$ cat src/rtl/ipi_dispatch.sv
module ipi_dispatch #(
  parameter int NUM_CPUS = 5,
  parameter int LOCAL_ID = 2
) (
  input  logic       clk,
  input  logic       rst_n,
  input  logic       cmd_wr,
  input  logic [7:0] cmd_vector,
  input  logic [2:0] cmd_mode,
  input  logic       cmd_trig,
  input  logic [1:0] cmd_short,
  input  logic [3:0] cmd_dest,
  output logic       busy,
  output logic       wr_err,
  output logic       msg_valid,
  input  logic       msg_ready,
  output logic [3:0] msg_dest,
  output logic [7:0] msg_vector,
  output logic [2:0] msg_mode,
  output logic       msg_trig,
  input  logic       rsp_valid,
  output logic       rsp_err,
  output logic       loc_req,
  output logic [7:0] loc_vector,
  output logic [2:0] loc_mode,
  output logic       loc_trig
);
  localparam int CNT_W = $clog2(NUM_CPUS) + 1;
  localparam logic [4:0] LOC5 = 5'(LOCAL_ID);
  localparam logic [4:0] N5 = 5'(NUM_CPUS);
  localparam logic [3:0] FIRST = (LOCAL_ID == 0) ? 4'd1 : 4'd0;
  localparam logic [CNT_W-1:0] BCAST_CNT = CNT_W'(NUM_CPUS - 1);

  logic             bcast;
  logic [3:0]       cur;
  logic [CNT_W-1:0] cnt;
  logic [7:0]       vec_q;
  logic [2:0]       mode_q;
  logic             trig_q;

  wire accept = cmd_wr && !busy;
  wire sends  = accept && (cmd_short != 2'd1);
  wire xfer   = msg_valid && msg_ready;

  wire [4:0] step1 = {1'b0, cur} + 5'd1;
  wire [4:0] step  = (step1 == LOC5) ? step1 + 5'd1 : step1;
  wire       done  = !bcast || (step >= N5);

  assign msg_dest   = cur;
  assign msg_vector = vec_q;
  assign msg_mode   = mode_q;
  assign msg_trig   = trig_q;
  assign loc_vector = vec_q;
  assign loc_mode   = mode_q;
  assign loc_trig   = trig_q;

  always_ff @(posedge clk) begin
    if (!rst_n) begin
      busy      <= 1'b0;
      msg_valid <= 1'b0;
      bcast     <= 1'b0;
      cur       <= '0;
      cnt       <= '0;
      vec_q     <= '0;
      mode_q    <= '0;
      trig_q    <= 1'b0;
      loc_req   <= 1'b0;
      wr_err    <= 1'b0;
      rsp_err   <= 1'b0;
    end else begin
      loc_req <= accept && (cmd_short == 2'd1 || cmd_short == 2'd2);
      wr_err  <= cmd_wr && busy;
      rsp_err <= rsp_valid && (cnt == '0);
      if (accept) begin
        vec_q  <= cmd_vector;
        mode_q <= cmd_mode;
        trig_q <= cmd_trig;
      end
      if (sends) begin
        busy      <= 1'b1;
        msg_valid <= 1'b1;
        bcast     <= cmd_short[1];
        cur       <= cmd_short[1] ? FIRST : cmd_dest;
        cnt       <= cmd_short[1] ? BCAST_CNT : CNT_W'(1);
      end else begin
        if (xfer) begin
          if (done) msg_valid <= 1'b0;
          else      cur <= step[3:0];
        end
        if (rsp_valid && cnt != '0) begin
          cnt <= cnt - 1'b1;
          if (cnt == CNT_W'(1)) busy <= 1'b0;
        end
      end
    end
  end


  reset_idle_chk: assert property (@(posedge clk) $past(!rst_n) |-> !busy && !msg_valid && !loc_req);

  loc_pulse_chk: assert property (@(posedge clk) disable iff (!rst_n) loc_req |=> !loc_req);

  skip_self_chk: assert property (@(posedge clk) disable iff (!rst_n) msg_valid && bcast |-> msg_dest != LOCAL_ID[3:0]);

  hold_chk: assert property (@(posedge clk) disable iff (!rst_n) msg_valid && !msg_ready |=> msg_valid && $stable(msg_dest));

  busy_hold_chk: assert property (@(posedge clk) disable iff (!rst_n) rsp_valid && cnt > CNT_W'(1) |=> busy);

  idle_count_chk: assert property (@(posedge clk) disable iff (!rst_n) !busy |-> cnt == '0 && !msg_valid);

  refuse_chk: assert property (@(posedge clk) disable iff (!rst_n) cmd_wr && busy |=> !loc_req && $stable(vec_q));

  stray_rsp_chk: assert property (@(posedge clk) disable iff (!rst_n) rsp_valid && !busy && !cmd_wr |=> !busy);
endmodule

$ cat config.mk
export PLATFORM = sky130hd
export DESIGN_NAME = ipi_dispatch
export DESIGN_NICKNAME = d
export VERILOG_FILES = /design/src/rtl/ipi_dispatch.sv
export SDC_FILE = /design/constraint.sdc
export NUM_CORES = 1
export LEC_CHECK = 0
export BUFFER_PORTS_ARGS = -buffer_cell sky130_fd_sc_hd__buf_2
export CORE_MARGIN = 1.5
export CORE_UTILIZATION = 42
export DETAILED_ROUTE_END_ITERATION = 7
export PLACE_DENSITY = 0.79
export SYNTH_ARGS = -nofsm -noshare
export SYNTH_HDL_FRONTEND = slang
export SYNTH_SLANG_ARGS = --single-unit
export TNS_END_PERCENT = 50
$ cat constraint.sdc
create_clock -name clk -period 1.4 [get_ports clk]
set_input_delay 0 -clock clk [delete_from_list [all_inputs] [get_ports clk]]
set_output_delay 0 -clock clk [all_outputs]
set_load 0.05 [all_outputs]
# Word level (Yosys, flattened, before mapping)

Cells that the tools add are included.

Logic and storage cells: 55
Output and inout port bits: 33
Register bits: 26
Input port bits: 23

Reduce and logical (&&, ||, !) cells: 20
Muxes and demuxes: 14
Add/subtract/negate cells: 3
Magnitude comparators: 1
Eq/ne operators: 6

Operator list:

| operator                                                                 | count |
|---|---|
| 4-bit two-way mux                                                        | 6 |
| 2-bit nonzero test                                                       | 4 |
| 1-bit logical AND                                                        | 7 |
| 1-bit two-way mux                                                        | 6 |
| 2-bit AND reduction                                                      | 3 |
| 4-bit by 1-bit adder with 5-bit output (second input constant)           | 1 |
| 5-bit by 1-bit adder with 5-bit output (second input constant)           | 1 |
| 5-bit by 2-bit equality test with 1-bit output (second input constant)   | 1 |
| 5-bit by 3-bit >= comparator with 1-bit output (second input constant)   | 1 |
| 5-bit two-way mux                                                        | 1 |
| 4-bit by 1-bit equality test with 1-bit output (second input constant)   | 1 |
| 4-bit logical NOT                                                        | 1 |
| 4-bit nonzero test                                                       | 1 |
| 4-bit by 1-bit subtractor with 4-bit output (second input constant)      | 1 |
| 3-bit two-way mux                                                        | 1 |
| 2-bit by 1-bit equality test with 1-bit output (second input constant)   | 1 |
| 2-bit equality test (second input constant)                              | 1 |
| 1-bit logical NOT                                                        | 2 |
| 1-bit logical OR                                                         | 2 |
| 2-bit by 1-bit inequality test with 1-bit output (second input constant) | 1 |
| 2-bit inequality test (second input constant)                            | 1 |

# Logic depth before layout (Yosys ltp)

Depth after elaboration: 8
Gate-level depth with buffers: 7
Depth with buffers taken out: 6

# Worst setup path before layout

OpenSTA, ideal clock, no wires.

Path type: reg-to-reg
Start point: register cur[0], in the netlist msg_dest[0]
End point: register cur[0], in the netlist msg_dest[0]
Buffers on the path: 0
Data arrival time: 1.596 ns
Setup time: 0.116 ns
Slack: -0.313 ns
Clock period less this slack: 1.713 ns
Data required time: 1.284 ns
Stages on the path, launching flop included: 6
Cell sequence: dfxtp_1 ha_1 or2_2 o21ai_0 and2_1 o211a_1

Cells in the longest elaborated chain, start to end: 7
Elaborated cells between the ends (all ways): 11
Classes of those cells: add/sub: 2; order compare: 1; eq/ne: 2; mux: 4; reduce/logical: 2

RTL lines:

| what                                                                                                            | line | source |
|---|---|---|
| from (decl)                                                                                                     | 35   | `logic [3:0] cur;` |
| from (signal assigned)                                                                                          | 83   | `cur <= cmd_short[1] ? FIRST : cmd_dest;` |
| from (signal assigned)                                                                                          | 88   | `else cur <= step[3:0];` |
| 4-bit by 1-bit adder with 5-bit output (*)                                                                      | 45   | `wire [4:0] step1 = {1'b0, cur} + 5'd1;` |
| 5-bit by 1-bit adder with 5-bit output / 5-bit by 2-bit equality test with 1-bit output (equally long branches) | 46   | `wire [4:0] step = (step1 == LOC5) ? step1 + 5'd1 : step1;` |
| 5-bit two-way mux (*)                                                                                           | 46   |  |
| 5-bit by 3-bit >= comparator with 1-bit output                                                                  | 47   | `wire done = !bcast \|\| (step >= N5);` |
| 1-bit logical OR                                                                                                | 47   |  |
| 2-bit inequality test (no line)                                                                                 | n/a  |  |
| 2-bit AND reduction (no line)                                                                                   | n/a  |  |

Every way passes the cells marked *; elsewhere a longest branch is shown, timed or not. The select of a mux whose other input is x is not followed.
A chain may end at the register's enable or synchronous reset.

# Worst setup path in the final report

Start point: register busy
End point: register vec_q[3], in the netlist loc_vector[3]

Cells in the longest elaborated chain, start to end: 2

RTL lines:

| what                   | line | source |
|---|---|---|
| from (decl)            | 13   | `output logic busy,` |
| from (signal assigned) | 59   | `busy <= 1'b0;` |
| from (signal assigned) | 80   | `busy <= 1'b1;` |
| from (signal assigned) | 92   | `if (cnt == CNT_W'(1)) busy <= 1'b0;` |
| 1-bit logical NOT      | 41   | `wire accept = cmd_wr && !busy;` |
| 1-bit logical AND      | 41   |  |
| to (signal assigned)   | 75   | `vec_q <= cmd_vector;` |
| to (decl)              | 37   | `logic [7:0] vec_q;` |

No other way between the ends.

==> run_results.csv <==
group,metric,value,unit
cts,cts_root_buf,"clkbuf_4",
global_route,grt_pass1_vias,1191,
synth,yosys.area.top_type,"dfxtp_1",
placed_design,numPortBuffers,55,
worst_setup_path,cp.required,1.66,ns
sta,final_hold_viol_count,0,
sta,fin_crit,1.363,ns
hold_path,hp-class,"input pin to flop",
synth,yosys_warnings,0,
drt,antenna_left,0,
power_and_ir_drop,clockPowerShare,25.8,%
synth,synth_nets,181,
sta,setup_viol,0,
status,status,"finished, final reports clean",
die,chipHeight,58.53,microns
sta,fin_skew,0.01284,ns
sta,finalCritPeriodShare,97.36,%
sta,relSlewSlack,69.35,%
power_and_ir_drop,sequentialPowerShare,42.1,%
cts,cts.clk_slew.worst_paths,0.15,ns
die,initial_core_util,45.78,%
sta,tightest_slew,0.4567,ns
cts,htreeDepth,1,
synth,synth_area,1295,sq um
global_route,overflow,0,
global_route,antenna_found_initial,0,
die,die_area,3425,sq um
drt,via_count,1293,
cts,clockBufferDepth,2,
synth,synth-edff-count,0,
layout,nNetsFinal,250,
synth,synth_seq_cells,26,
job,cap_violations,0,
die,dieWidth,58.53,microns
drt,drt_iter0_markers,42,
drt,drt-total-wl,3317,microns
power_and_ir_drop,switchingPower,0.7059,mW
layout,final_cell_mix,"55 x buf_2, 31 x nand2_1, 19 x dfxtp_1",
layout,synthToLayoutAreaGrowth,43.38,%
power_and_ir_drop,p_leak,0.8839,nW
sta,report.final.slew_viol_count,0,
placed_design,place.gp.congestion,0.8479,
cts,clock_sinks,26,
sta,rsz0062_at_grt,"true",
global_route,grt_pass1_wl,5140,microns
power_and_ir_drop,swShare,34.89,%
placed_design,dp.final_hpwl,2238,microns
cts,cts_tree,"yes",
placed_design,placed_cells,229,
cts,cts-buffers-inserted,3,
die,pin_count,56,
power_and_ir_drop,p_comb_share,32.1,%
global_route,grtUsageTotal,19.03,%
worst_setup_path,start_kind,"flop",
synth,synthArstFlopShare,0,%
layout,antenna_cells,0,
synth,synth-main-ff-cell,"dfxtp_1",
worst_setup_path,critical_path.endpoint_type,"flop",
drt,vias_per_cell,5.151,
worst_setup_path,worstPathMaxFanout,12,
synth,synth_area_leaders,"dfxtp_1 40%, nand2_1 9.0%, buf_4 7.0%, a21oi_1 6.6%, ha_1 5.8%",
power_and_ir_drop,power_density,1090,nW/um^2
synth,yosys.area.top_type_share,40.19,%
layout,final_cells,251,
synth,avgSynthCellArea,8.520,sq um
drt,dr.pass1.iters,4,
synth,yosysSeqAreaShare,40.19,%
worst_setup_path,cp.arrival,1.63,ns
drt,wl_per_cell,13.22,microns
power_and_ir_drop,power,2.023,mW
global_route,grt_max_degree,16,
power_and_ir_drop,internal_power,1.317,mW
synth,synth.distinct_cells,36,
synth,syn_inst,152,
drt,drc,0,
worst_setup_path,path_class,"flop to flop",
power_and_ir_drop,ir_worst_vdd,1054,uV
layout,drive_above_1_share,40.45,%
die,core-area,2829,sq um
sta,max_freq,0.7337,GHz
die,num_rows,19,
cts,clock_latency,0.33,ns
layout,layout_commonest_cell,"buf_2",
[layout make-up]
cell class                      count  area [sq um]
Fill cell                         234         972.2
Multi-Input combinational cell    101         679.4
Sequential cell                    26         539.3
Timing Repair Buffer               82         520.5
Tap cell                           31         38.79
Clock inverter                      1         30.03
Inverter                            7         26.28
Clock buffer                        3         22.52
[timing repair]
| item | in CTS | in global routing |
|---|---|---|
| setup buffers | 0 | 1 |
| endpoints found under the hold margin | 18 | 0 |
| resized for setup | 2 | 9 |
| pin swaps | 0 | 3 |
| setup endpoints to repair | 2 | 6 |
| hold buffers | 17 | 0 |
[worst max-delay path, stage by stage (launching register included)]
cell     delay [ns]
dfxtp_4        0.39
buf_4          0.15
and2b_1        0.43
nand2_1        0.14
a21oi_1        0.19
[final timing paths]
kind / from / end / slack [ns] / cells past startpoint
min reg2reg: loc_mode[1] / loc_mode[1] / 0.47 / 2
max reg2reg: busy / loc_vector[3] / 0.04 / 4
max: busy / loc_vector[3] / 0.04 / 4
min: rsp_valid / rsp_err / 0.002 / 2
[cells by family after synthesis]
| kind of cell | after synthesis | share of synthesized area (%) |
|---|---|---|
| AO/OA/AOI/OAI | 36 | 18.74 |
| flip-flops | 26 | 40.19 |
| adder cells (fa/ha/maj) | 6 | 5.797 |
| XOR/XNOR | 3 | 2.029 |
| AND/OR/NAND/NOR | 55 | 21.45 |
| buffers and inverters | 25 | 10.92 |
| multiplexers | 1 | 0.8695 |
[power by group through the flow]
stage	registers (mW)	clock network (mW)	logic [mW]
global placement	0.861	0	0.582
floorplan	1.00	0	0.311
finish	0.852	0.521	0.650
CTS	0.846	0.528	0.634
detailed placement	0.862	0	0.588
global route	0.859	0.556	0.693
[flip-flops by register name (all words and copies together), names as in the netlist]
name / flops
loc_mode: 3
bcast: 1
wr_err: 1
loc_trig: 1
rsp_err: 1
loc_vector: 8
busy: 1
msg_valid: 1
loc_req: 1
msg_dest: 4
cnt: 4
[synthesized netlist by cell type, types with 4 or more instances]
master / n
buf_4: 12
a21oi_1: 17
inv_1: 7
ha_1: 6
a21boi_0: 4
o21ai_0: 4
clkbuf_1: 4
dfxtp_1: 26
nand2_1: 31
nor2_1: 4
nand3_1: 4
[metal layers]
| metal | global-route usage [%] | up-vias | wire length, microns |
|---|---|---|---|
| li1 | - | 644 | - |
| met1 | 23.74 | 612 | 1407 |
| met2 | 34.03 | 35 | 1706 |
| met3 | 4.835 | 2 | 183 |
| met4 | 1.993 | 0 | 19 |
| met5 | 0 | - | 0 |
[per-stage QoR]
stage                     hold WS (ns)  setup WS (ns)   TNS (ns)  area, sq um  utilization (%)
after floorplan                 0.1097      -0.005297  -0.005297         1328                -
after detailed placement        0.2471       -0.01813   -0.01813         1588            56.13
after CTS                     0.002100        0.01562          0         1818            64.26
final                         0.001817        0.03697          0         1857            65.63
after global placement          0.2423        0.05035          0         1588            56.13
after global routing          0.003849       -0.01831   -0.01883         1857            65.63
Power figures use the tool's default switching activity.
